### src/rtl/ccr_pkg.sv
package ccr_pkg;
  localparam int SEL_FIELD_W = 4;

  localparam logic [3:0] PAGE_GLOBAL = 4'h0;
  localparam logic [3:0] PAGE_LOCAL  = 4'h2;
  localparam logic [3:0] PAGE_OTHER  = 4'h4;

  localparam logic [11:0] OFS_IRQ_BASE = 12'h008;
  localparam logic [11:0] OFS_PWR_BASE = 12'h010;
  localparam logic [11:0] OFS_IRQ_STAT = 12'h018;
  localparam logic [11:0] OFS_PWR_STAT = 12'h020;
  localparam logic [11:0] OFS_L2_CFG   = 12'h028;

  localparam logic [11:0] OFS_CFG = 12'h010;
  localparam logic [11:0] OFS_SEL = 12'h020;
  localparam logic [11:0] OFS_RB  = 12'h030;

  localparam logic [63:0] SUB_MASK      = 64'hFFFF_FFFF_FFFF_8001;
  localparam logic [63:0] SUB_BASE_MASK = 64'hFFFF_FFFF_FFFF_8000;
  localparam logic [63:0] RB_MASK       = 64'h0000_0000_FFFF_F003;
  localparam logic [31:0] RB_FIELD      = 32'hFFFF_F000;
  localparam logic [63:0] RB_RESET      = 64'h0000_0000_BFC0_0000;
  localparam logic [63:0] L2_VALUE      = 64'h0000_0000_0010_0000;

  typedef enum logic [1:0] {WIN_NONE, WIN_GLOBAL, WIN_LOCAL, WIN_OTHER} win_e;

  typedef struct packed {
    win_e        win;
    logic [11:0] ofs;
  } dec_t;
endpackage

### src/rtl/ccr_subregion.sv
module ccr_subregion
  import ccr_pkg::*;
#(
  parameter bit PRESENT = 1'b1
) (
  input  logic        clk_i,
  input  logic        rst_ni,
  input  logic        we_i,
  input  logic [63:0] wdata_i,
  output logic [63:0] reg_o,
  output logic [63:0] base_o,
  output logic        en_o
);
  logic [63:0] q;

  generate
    if (PRESENT) begin : g_present
      always_ff @(posedge clk_i or negedge rst_ni) begin
        if (!rst_ni)   q <= '0;
        else if (we_i) q <= wdata_i & SUB_MASK;
      end
    end else begin : g_absent
      assign q = '0;
    end
  endgenerate

  // base and enable move together from one register
  assign reg_o  = q;
  assign base_o = q & SUB_BASE_MASK;
  assign en_o   = q[0];

  a_r7_en_stable: assert property (@(posedge clk_i) disable iff (!rst_ni)
    !we_i |=> $stable(en_o));
  a_r7_base_stable: assert property (@(posedge clk_i) disable iff (!rst_ni)
    !we_i |=> $stable(base_o));
endmodule

### src/rtl/ccr_core_slot.sv
module ccr_core_slot
  import ccr_pkg::*;
#(
  parameter int NCORES = 4,
  parameter int CID_W  = 2
) (
  input  logic             clk_i,
  input  logic             rst_ni,
  input  logic             sel_we_i,
  input  logic             rb_we_i,
  input  logic [63:0]      wdata_i,
  output logic [CID_W-1:0] sel_o,
  output logic [63:0]      rb_o,
  output logic [63:0]      exc_base_o
);
  logic [SEL_FIELD_W-1:0] sel_field;
  logic                   sel_ok;
  logic [CID_W-1:0]       sel_q;
  logic [63:0]            rb_q;
  logic [31:0]            base_field;

  assign sel_field = wdata_i[SEL_FIELD_W-1:0];
  assign sel_ok    = 32'(sel_field) < NCORES;

  always_ff @(posedge clk_i or negedge rst_ni) begin
    if (!rst_ni) begin
      sel_q <= '0;
      rb_q  <= RB_RESET & RB_MASK;
    end else begin
      if (sel_we_i && sel_ok) sel_q <= CID_W'(sel_field);
      if (rb_we_i)            rb_q  <= wdata_i & RB_MASK;
    end
  end

  assign sel_o      = sel_q;
  assign rb_o       = rb_q;
  assign base_field = rb_q[31:0] & RB_FIELD;
  assign exc_base_o = {{32{base_field[31]}}, base_field};

  a_r4_sel_range: assert property (@(posedge clk_i) disable iff (!rst_ni)
    32'(sel_o) < NCORES);
  a_r4_drop_bad: assert property (@(posedge clk_i) disable iff (!rst_ni)
    (sel_we_i && 32'(wdata_i[SEL_FIELD_W-1:0]) >= NCORES) |=> $stable(sel_o));
  a_r6_exc_stable: assert property (@(posedge clk_i) disable iff (!rst_ni)
    !rb_we_i |=> $stable(exc_base_o));
endmodule

### src/rtl/cluster_ctl_regs.sv
module cluster_ctl_regs
  import ccr_pkg::*;
#(
  parameter int NCORES      = 4,
  parameter int ADDR_W      = 16,
  parameter bit IRQ_PRESENT = 1'b1,
  parameter bit PWR_PRESENT = 1'b1,
  localparam int CID_W = (NCORES > 1) ? $clog2(NCORES) : 1
) (
  input  logic                   clk_i,
  input  logic                   rst_ni,
  input  logic                   req_i,
  input  logic                   we_i,
  input  logic [CID_W-1:0]       core_id_i,
  input  logic [ADDR_W-1:0]      addr_i,
  input  logic [63:0]            wdata_i,
  output logic                   rvalid_o,
  output logic [63:0]            rdata_o,
  output logic [63:0]            irq_base_o,
  output logic                   irq_en_o,
  output logic [63:0]            pwr_base_o,
  output logic                   pwr_en_o,
  output logic [NCORES-1:0][63:0] exc_base_o
);
  localparam int PAGE_W = ADDR_W - 12;

  dec_t              dec;
  logic              id_ok;
  logic              wr, rd;
  logic [CID_W-1:0]  own_sel;
  logic [CID_W-1:0]  tgt;
  logic              slot_hit;
  logic [CID_W-1:0]  sel_q [NCORES];
  logic [63:0]       rb_q  [NCORES];
  logic [63:0]       irq_reg, pwr_reg;
  logic [63:0]       rd_val;

  assign wr    = req_i && we_i;
  assign rd    = req_i && !we_i;
  assign id_ok = 32'(core_id_i) < NCORES;

  always_comb begin
    dec.ofs = addr_i[11:0];
    dec.win = WIN_NONE;
    if (addr_i[ADDR_W-1:12] == PAGE_W'(PAGE_GLOBAL))     dec.win = WIN_GLOBAL;
    else if (addr_i[ADDR_W-1:12] == PAGE_W'(PAGE_LOCAL)) dec.win = WIN_LOCAL;
    else if (addr_i[ADDR_W-1:12] == PAGE_W'(PAGE_OTHER)) dec.win = WIN_OTHER;
  end

  always_comb begin
    own_sel = '0;
    for (int k = 0; k < NCORES; k++)
      if (32'(core_id_i) == k) own_sel = sel_q[k];
  end

  assign tgt      = (dec.win == WIN_OTHER) ? own_sel : core_id_i;
  assign slot_hit = id_ok && (dec.win == WIN_LOCAL || dec.win == WIN_OTHER);

  generate
    for (genvar k = 0; k < NCORES; k++) begin : g_core
      logic sel_we, rb_we;
      assign sel_we = wr && slot_hit && dec.ofs == OFS_SEL && 32'(tgt) == k;
      assign rb_we  = wr && slot_hit && dec.ofs == OFS_RB  && 32'(tgt) == k;

      ccr_core_slot #(.NCORES(NCORES), .CID_W(CID_W)) u_slot (
        .clk_i      (clk_i),
        .rst_ni     (rst_ni),
        .sel_we_i   (sel_we),
        .rb_we_i    (rb_we),
        .wdata_i    (wdata_i),
        .sel_o      (sel_q[k]),
        .rb_o       (rb_q[k]),
        .exc_base_o (exc_base_o[k])
      );
    end
  endgenerate

  ccr_subregion #(.PRESENT(IRQ_PRESENT)) u_irq (
    .clk_i   (clk_i),
    .rst_ni  (rst_ni),
    .we_i    (wr && dec.win == WIN_GLOBAL && dec.ofs == OFS_IRQ_BASE),
    .wdata_i (wdata_i),
    .reg_o   (irq_reg),
    .base_o  (irq_base_o),
    .en_o    (irq_en_o)
  );

  ccr_subregion #(.PRESENT(PWR_PRESENT)) u_pwr (
    .clk_i   (clk_i),
    .rst_ni  (rst_ni),
    .we_i    (wr && dec.win == WIN_GLOBAL && dec.ofs == OFS_PWR_BASE),
    .wdata_i (wdata_i),
    .reg_o   (pwr_reg),
    .base_o  (pwr_base_o),
    .en_o    (pwr_en_o)
  );

  always_comb begin
    rd_val = '0;
    if (dec.win == WIN_GLOBAL) begin
      unique case (dec.ofs)
        OFS_IRQ_BASE: rd_val = irq_reg;
        OFS_PWR_BASE: rd_val = pwr_reg;
        OFS_IRQ_STAT: rd_val = 64'(IRQ_PRESENT);
        OFS_PWR_STAT: rd_val = 64'(PWR_PRESENT);
        OFS_L2_CFG:   rd_val = L2_VALUE;
        default:      rd_val = '0;
      endcase
    end else if (slot_hit) begin
      for (int k = 0; k < NCORES; k++) begin
        if (32'(tgt) == k) begin
          unique case (dec.ofs)
            OFS_CFG: rd_val = 64'(NCORES - 1);
            OFS_SEL: rd_val = 64'(sel_q[k]);
            OFS_RB:  rd_val = rb_q[k];
            default: rd_val = '0;
          endcase
        end
      end
    end
  end

  always_ff @(posedge clk_i or negedge rst_ni) begin
    if (!rst_ni) begin
      rvalid_o <= 1'b0;
      rdata_o  <= '0;
    end else begin
      rvalid_o <= rd;
      if (rd) rdata_o <= rd_val;
    end
  end

  a_r10_rvalid: assert property (@(posedge clk_i) disable iff (!rst_ni)
    (req_i && !we_i) |=> rvalid_o);
  a_r10_no_rvalid: assert property (@(posedge clk_i) disable iff (!rst_ni)
    !(req_i && !we_i) |=> !rvalid_o);
  a_r10_rdata_hold: assert property (@(posedge clk_i) disable iff (!rst_ni)
    !(req_i && !we_i) |=> $stable(rdata_o));
  a_r2_sel_in_range: assert property (@(posedge clk_i) disable iff (!rst_ni)
    32'(own_sel) < NCORES);
endmodule

### config.mk
export PLATFORM = sky130hd
export DESIGN_NAME = cluster_ctl_regs
export DESIGN_NICKNAME = d
export VERILOG_FILES = /design/src/rtl/ccr_pkg.sv /design/src/rtl/ccr_subregion.sv /design/src/rtl/ccr_core_slot.sv /design/src/rtl/cluster_ctl_regs.sv
export SDC_FILE = /design/constraint.sdc
export NUM_CORES = 1
export LEC_CHECK = 0
export BUFFER_PORTS_ARGS = -buffer_cell sky130_fd_sc_hd__buf_2
export CAP_MARGIN = 20
export CORE_AREA = 4 4 209 211
export CTS_CLUSTER_DIAMETER = 100
export CTS_CLUSTER_SIZE = 8
export DETAILED_ROUTE_END_ITERATION = 10
export DIE_AREA = 0 0 213 215
export SLEW_MARGIN = 20
export SYNTH_ARGS = -nofsm -noshare
export SYNTH_HDL_FRONTEND = slang
export SYNTH_SLANG_ARGS = --single-unit
### constraint.sdc
create_clock -name clk_i -period 2.58 [get_ports clk_i]
set_input_delay 0.645 -clock clk_i [delete_from_list [all_inputs] [get_ports clk_i]]
set_output_delay 0.645 -clock clk_i [all_outputs]
set_load 0.1 [all_outputs]
==> Yosys cells after proc, flatten, opt, wreduce, memory -nomap -nowiden <==
Index checks and enable logic that the tools add are counted.
{ "totals": {"input_bits": 86, "mem_bits_rw": 0, "n_memories": 0, "word_cells": 75, "out_inout_bits": 451, "latchBits": 0, "ff_bits": 261, "mem_bits_ro": 0} }
{ "op_classes": {"n_bitwise": 0, "n_mux": 19, "n_addsub": 0, "order_cmp": 1, "div_mod_pow": 0, "shifts": 0, "n_reduce_logical": 26, "eq_ne": 17, "n_mul": 0} }
{ "ops": {"columns": ["op", "n"], "rows": [
  ["$pmux 32 s3", 4],
  ["$mux 64", 5],
  ["$pmux 64 s4", 1],
  ["$eq 12x6->1 const B", 3],
  ["$mux 32", 1],
  ["$eq 12x5->1 const B", 2],
  ["$logic_and 1x1->1", 20],
  ["$mux 2", 8],
  ["$eq 12x4->1 const B", 1],
  ["$eq 2x2->1 const B", 6],
  ["$eq 2x1->1 const B", 3],
  ["$eq 4x2->1 const B", 1],
  ["$eq 4x3->1 const B", 1],
  ["$logic_not 2->1", 2],
  ["$logic_not 4->1", 1],
  ["$lt 4x3->1 const B", 1],
  ["$reduce_or 2->1", 1],
  ["$logic_not 1->1", 1],
  ["$logic_or 1x1->1", 1]
]} }

==> Longest topological paths before layout <==
Gate-level depths: netlist of run 1.
{ "logic_depth": {"word_depth": 13, "ltp_mapped": 9, "ltp_nobuf": 6} }

==> Hierarchy <==
From an unflattened synthesis of run 1, not the netlist that was laid out.
{ "hier_totals": {"cells_unflattened": 1873, "area_unflattened_um2": 18084.8} }
{ "by_module_without_submodules": {"columns": ["module", "area_per_inst_um2", "cells_per_inst", "n_inst", "seq_area_each_um2"], "rows": [
  ["ccr_core_slot", 1716.6, 158, 4, 611.8],
  ["cluster_ctl_regs", 5798.1, 869, 1, 1626.6],
  ["ccr_subregion", 2710.1, 186, 2, 1251.2]
]} }

==> Worst setup path before layout of run 1 <==
OpenSTA, ideal clock, no wires.
{ "synth_timing": {"path_kind": "in2reg", "from": "in addr_i[7]", "to": "reg g_core[3].u_slot.rb_q[12]", "stages": 8, "setup_slack_ns": -0.329, "arrival_time_ns": 2.784, "required_time_ns": 2.455, "setup_ns": 0.125, "n_path_buf": 3, "path_cell_list": "or4_1 buf_2 nand4bb_4 or3_4 or3_1 buf_6 buf_8 mux2_2"} }
{ "synth_via": {"elab_chain_cells": 3} }
{ "synth_lines": {"columns": ["element", "line_no", "source"], "rows": [
  ["start: declaration", "cluster_ctl_regs.sv:15", "input logic [ADDR_W-1:0] addr_i,"],
  ["$eq 12x6->1", "cluster_ctl_regs.sv:63", "assign rb_we = wr && slot_hit && dec.ofs == OFS_RB && 32'(tgt) == k;"],
  ["$logic_and 1x1->1 (2 in a row)", "cluster_ctl_regs.sv:63", null],
  ["end signal: assignment", "ccr_core_slot.sv:28", "rb_q <= RB_RESET & RB_MASK;"],
  ["end signal: assignment", "ccr_core_slot.sv:31", "if (rb_we_i) rb_q <= wdata_i & RB_MASK;"],
  ["end: declaration", "ccr_core_slot.sv:19", "logic [63:0] rb_q;"]
]} }
Every way passes these cells.
A chain may end at the register's enable or synchronous reset.

==> Worst setup path in the final report of run 1 <==
{ "layout_timing": {"from": "reg g_core[3].u_slot.rb_q[31]", "to": "out exc_base_o[255] (netlist name)"} }
{ "layout_lines": {"columns": ["element", "line_no", "source"], "rows": [
  ["end: declaration", "cluster_ctl_regs.sv:23", "output logic [NCORES-1:0][63:0] exc_base_o"]
]} }
No word-level cell between the ends.

==> results of run 1 <==
[final cells by class]
type	instances	area (um2)	area share
clock inverters	2	38.8	0.00237
multi-input cells	647	5030	0.307
repair buffers	531	3250	0.198
flip-flops and latches	251	6330	0.386
diodes	2	5.00	0.000305
clock buffers	57	1040	0.0637
inverters	3	11.3	0.000687
well taps	539	674	0.0411
[registers in the layout, indices dropped and copies added (netlist names)]
signal               cells
u_pwr.reg_o             50
g_core.u_slot.rb_o      88
u_irq.reg_o             50
rdata_o                 54
g_core.u_slot.sel_o      8
rvalid_o                 1
[through the flow]
step,setup WS [ps],instances
5_1_grt,-35.3,2032
2_1_floorplan,-277,1258
4_1_cts,-6.34,2030
3_3_place_gp,-506,1971
6_report,98.2,2032
3_5_place_dp,-478,1971
[cells in the final DEF, fill, tap and decap left out, types with 34 or more instances in the layout]
cell type  count
dfrtp_1      215
conb_1        88
nand2_1       41
buf_4         72
buf_2        388
mux2_2       203
dfstp_2       34
clkbuf_4      51
clkbuf_16     39
o21ai_0       54
a22oi_1       48
[power by group through the flow]
stage / clock (mW) / sequential [mW] / combinational (mW)
floorplan: 0 / 4.04 / 0.782
global placement: 0 / 4.02 / 0.983
detailed placement: 0 / 4.02 / 0.991
CTS: 4.71 / 3.95 / 0.993
global route: 4.89 / 3.95 / 1.04
finish: 4.57 / 3.95 / 0.991
[routing by layer]
layer,part of all wire,global-route usage,vias up
li1,-,-,4352
met1,0.38,0.207,4885
met2,0.51,0.311,429
met3,0.075,0.0416,63
met4,0.031,0.0565,0
met5,0,0,-
[kinds of logic (layout without fill, tap and decap cells)]
logic type	count (synthesis)	count (layout)	share of synthesized area
compound gates	174	174	0.0854
xor+xnor	1	1	0.000651
buf+inv	360	593	0.187
flops	251	251	0.470
mux	237	237	0.198
other cells	1	90	0.000279
simple gates	147	147	0.0585
[final timing paths]
path	startpoint	end	slack [ps]	cells past startpoint
worst max-delay path	g_core[3].u_slot.rb_o[31]$_DFFE_PN1P_	exc_base_o[255]	100	1
worst min-delay path	rst_ni	g_core[3].u_slot.rb_o[21]$_DFFE_PN0P_	90	1
worst max register to register	g_core[3].u_slot.sel_o[1]$_DFFE_PN0P_	rdata_o[30]$_DFFE_PN0P_	430	8
worst min register to register	rdata_o[63]$_DFFE_PN0P_	rdata_o[63]$_DFFE_PN0P_	470	2
max in group asynchronous	rst_ni	g_core[2].u_slot.rb_o[23]$_DFFE_PN1P_	1670	2
min in group clk_i	wdata_i[51]	u_pwr.reg_o[51]$_DFFE_PN0P_	380	2
[timing repair]
action	CTS	global route
resized for setup	0	55
pin swaps	0	0
setup endpoints to repair	9	130
==> run summary, run 1 <==
Run status: complete, no violations
GR Overflow Total: 0
Final setup fails: 0
Final clock skew: 12.4 ps
Switching share of power: 0.269
Clock Power Share: 0.480
Mapped Cells: 1171
Reg power frac: 0.416
RSZ-0062 raised after global routing: yes
Residual DRC count: 0
Hold_buf cts: 0
Clk_lat worst skew: 510 ps
Chip width: 213 um
Logic pwr share: 0.104
Worst setup path class: flop to output pin
Io pins: 537
Post-synth cell types: 54
Ys async rst share: 1.00
Longest Clk Path Bufs: 3
Critical Path Fanout Max: 35
Cell taking the most area after synthesis: dfrtp_1
Worst path arrival time: 1840 ps
# rows: 75
Yosys warning count: 0
Via density: 4.79
Worst slew pin tran: 580 ps
Slowest stage cell, crit path: dfstp_2
Placer Congestion: 0.802
Leak: 8.74 nW
Worst Hold Class: input pin to async pin
Post-synth top area share: 0.400
Max Cap Violations: 0
CP max stage delay: 810 ps
Post-synth top cells: buf_4 (296), dfrtp_1 (215), mux2_2 (203)
Max H-tree Level: 2
Placed Area: 15200 um2
Area of the core: 41800 um2
Hold_ws: 86.8 ps
Buf+Inv Stages, Crit Path: 1
Final period utilization: 0.962
TritonCTS buffer count: 37
Root Driver: clkbuf_16
Final hold violations: 0
Nature of the critical path endpoint: output pin
Postcts setup bufs: 0
Mean area per synthesized cell: 11.5 um2
Sequential element share of the synthesized area: 0.470
P_int: 6.95 mW
Clk pin slew, worst setup/hold paths: 50 ps
Initial Util: 0.322
Starting DRC count in detailed routing: 389
Share of cells above drive strength 1: 0.561
Synth area leaders: dfrtp_1 (40%), mux2_2 (17%), buf_4 (17%)
Post-DP HPWL: 30700 um
Routed via count: 9729
Final nets: 1557
Max Clk Rate: 403 MHz
Pwr Total: 9.51 mW
Clock sink count: 251
Power Density: 580 nW/um2
Top_reg_cell synth: dfrtp_1
Die height: 215 um
NetSw: 2.56 mW
Number of flops mapped to enable cells by yosys: 0
Global Route Usage Sum: 0.175
Worst VDD drop: 0.490 mV
Wirelength, routed: 41900 um
# fillers: 4040
Largest net degree at the start of global routing: 63
Max Slew Vio Count: 0
Initial antenna violation count: 3
Yosys reg bits: 251
Post-route ant nets: 0
CTS tree: yes
Top-count cell post-synth: buf_4
CP Launch Type: flop
First-pass GRT wire length: 61700 um
Netlist Area Pre-Place: 13500 um2
Area of the die: 45800 um2
Finished Cell Area: 16400 um2
Drt pass-1 iters: 5
Syn-to-layout area delta: 21.7%
CP required: 1930 ps
DR WL/cell: 20.6 um
CP delay by family, top: flip-flops
Critical path cell sequence: buf_2
TNS Setup: 0 ps
Slew HR: 0.616
PortBufs: 440
End-of-flow core utilization: 0.392
Fin crit period: 2480 ps
Vias in the first global route: 9649
Power figures use the tool's default switching activity.
==> inputs of run 2 (changes only) <==
CORE_AREA = 4 4 206 208   (was 4 4 209 211)
DIE_AREA = 0 0 210 212   (was 0 0 213 215)
PLACE_DENSITY = 0.7   (was default)
SYNTH_HIERARCHICAL = 1   (was default)
clock period = 3 ns   (was 2.58 ns; I/O delays follow)
==> run summary, run 2 <==
Max H-tree Level: 2 (unchanged)
Yosys warning count: 6 (+6)
PortBufs: 450 (+2.3%)
Residual DRC count: 0 (unchanged)
Number of flops mapped to enable cells by yosys: 0 (unchanged)
Post-synth top area share: 0.311 (-0.0883)
Longest Clk Path Bufs: 3 (unchanged)
GR Overflow Total: 0 (unchanged)
Largest net degree at the start of global routing: 76 (+21%)
TNS Setup: 0 ps (unchanged)
Cells after DPL: 2504 (+27%)
Postcts setup bufs: 0 (unchanged)
Final clock skew: 12.0 ps (-0.399 ps)
Mapped Cells: 1873 (+60%)
Post-synth top cells: buf_4 (583), nand2_1 (390), dfrtp_1 (225)
Yosys reg bits: 261 (+4.0%)
Ys async rst share: 1.00 (unchanged)
RSZ-0062 raised after global routing: no
Placer Congestion: 0.874 (+8.9%)
Clock sink count: 261 (+4.0%)
Max Cap Violations: 0 (unchanged)
Post-synth cell types: 42 (-22%)
Most common cell after layout, fill and taps aside: buf_2
CP max stage delay: 840 ps (+30 ps)
Initial antenna violation count: 7 (+4)
Top-count cell post-synth: buf_4
Via density: 4.76 (-0.50%)
Max Slew Vio Count: 0 (unchanged)
Worst VDD drop: 0.483 mV (-1.6%)
CTS tree: yes
Routed via count: 12191 (+25%)
Run status: complete, no violations
# fillers: 3782 (-6.4%)
Sequential element share of the synthesized area: 0.364 (-0.106)
Leak: 10.3 nW (+18%)
Drt pass-1 iters: 5 (unchanged)
Pwr Total: 8.41 mW (-12%)
Share of cells above drive strength 1: 0.399 (-0.161)
Power Density: 446 nW/um2 (-23%)
CP Launch Type: flop
Mean area per synthesized cell: 9.66 um2 (-16%)
Io pins: 537 (unchanged)
Synth area leaders: dfrtp_1 (31%), buf_4 (24%), mux2_4 (8.3%)
Syn-to-layout area delta: 4.25%
Commonest non-fill, non-tap cells in the layout: buf_2 (449), nand2_1 (390), conb_1 (274), dfrtp_1 (225), o211ai_1 (123)
Number of flip-flops in the largest register: 88 (unchanged)
Max Clk Rate: 376 MHz
Fin cells: 2559 (+26%)
Fin crit period: 2660 ps
Chip width: 210 um (-1.4%)
Root Driver: clkbuf_16
Initial Util: 0.446 (+0.124)
TritonCTS buffer count: 38 (+2.7%)
Post-route ant nets: 0 (unchanged)
Area of the core: 40600 um2 (-2.9%)
Die height: 212 um (-1.4%)
Starting DRC count in detailed routing: 680 (+75%)
Final period utilization: 0.886
Wirelength, routed: 45800 um (+9.3%)
Hold_ws: 224 ps (+137 ps)
Clk_lat worst skew: 530 ps (+20 ps)
Critical Path Fanout Max: 35 (unchanged)
Slew HR: 0.443 (-0.174)
Worst setup path class: flop to output pin
First-pass GRT wire length: 68700 um (+11%)
Post-DP HPWL: 32400 um (+5.6%)
Worst Hold Class: input pin to async pin
Post-cts resize count: 0 (unchanged)
Netlist Area Pre-Place: 18100 um2 (+34%)
Worst slew pin tran: 836 ps (+257 ps)
Vias in the first global route: 11666 (+21%)
# rows: 74 (-1.3%)
Clk pin slew, worst setup/hold paths: 50 ps (about the same)
CP required: 2250 ps (+320 ps)
Area of the die: 44500 um2 (-2.8%)
DR WL/cell: 17.9 um (-13%)
Hold_buf cts: 0 (unchanged)
Buf+Inv Stages, Crit Path: 1 (unchanged)
Cell taking the most area after synthesis: dfrtp_1
CP delay by family, top: flip-flops
Critical path cell sequence: buf_2
Worst path arrival time: 1910 ps (+70 ps)
Top_reg_cell synth: dfrtp_1
Final hold violations: 0 (unchanged)
Final nets: 2098 (+35%)
Global Route Usage Sum: 0.195 (+0.0201)
Slowest stage cell, crit path: dfstp_2
Final setup fails: 0 (unchanged)
Nature of the critical path endpoint: output pin
==> run 2: cell count changes after synthesis, sizes merged, moves of 10 or more <==
cell     before  now
a22oi        48   61
dfrtp       215  225
buf         324  651
nand2        41  391
or3          12    2
o21ai        56    6
nand3        10   73
nand3b       10    0
mux2i        31    9
nor2         28   12
a2bb2oi      10    0
o211ai        0  123
a21oi        24    5
o21bai       10    0
==> run 2: power by group <==
group / total, mW / switching [mW] / internal [mW]
Combinational: 0.996 / 0.837 / 0.159
Sequential: 3.54 / 0.00333 / 3.53
Clock: 3.87 / 1.51 / 2.37
==> run 2: metrics by stage <==
| step | area [um2] | setup slack [ps] | utilization |
|---|---|---|---|
| 2_1_floorplan | 19100 | 84.3 | - |
| 5_1_grt | 18900 | 250 | 0.465 |
| 4_1_cts | 18900 | 301 | 0.465 |
| 3_5_place_dp | 17800 | -74.6 | 0.439 |
| 3_3_place_gp | 17800 | -31.3 | 0.439 |
| 6_report | 18900 | 342 | 0.465 |
==> run 2: metal layers <==
layer | global-route usage | vias up | share of wire
met1 | 0.252 | 5925 | 0.40
li1 | - | 5726 | -
met2 | 0.329 | 480 | 0.49
met3 | 0.0435 | 58 | 0.081
met5 | 0 | - | 0.00028
met4 | 0.0578 | 2 | 0.022
==> run 2: final cells by class <==
cell class                      count  area (um2)  share of cell area
Multi-Input combinational cell   1197        7510               0.399
Sequential cell                   261        6580               0.349
Timing Repair Buffer              512        3040               0.161
Clock buffer                       53        1040              0.0551
Tap cell                          532         666              0.0353
Clock inverter                      1        8.76            0.000465
Inverter                            2        7.51            0.000398
Antenna cell                        1        2.50            0.000133
==> run 2: worst paths after layout <==
check                                                      start                                     to  slack, ps  depth (start not counted)
setup / recovery           g_core[3].u_slot/rb_o[31]$_DFFE_PN1P_                        exc_base_o[232]        340                          1
hold / removal                                            rst_ni            u_irq/reg_o[27]$_DFFE_PN0P_        220                          1
setup reg to reg           g_core[3].u_slot/sel_o[0]$_DFFE_PN0P_  g_core[0].u_slot/rb_o[15]$_DFFE_PN0P_        710                          6
hold reg to reg                          rdata_o[13]$_DFFE_PN0P_                rdata_o[13]$_DFFE_PN0P_        500                          2
max in group asynchronous                                 rst_ni                rdata_o[39]$_DFFE_PN0P_       1990                          2
min in group clk_i                                   wdata_i[36]            u_pwr/reg_o[36]$_DFFE_PN0P_        480                          2
==> run 2: cells by family after synthesis <==
logic type / synth area share
buf+inv: 0.281
simple gates: 0.118
flops: 0.364
mux: 0.152
compound gates: 0.0842
other cells: 0.00125
xor+xnor: 0.000484
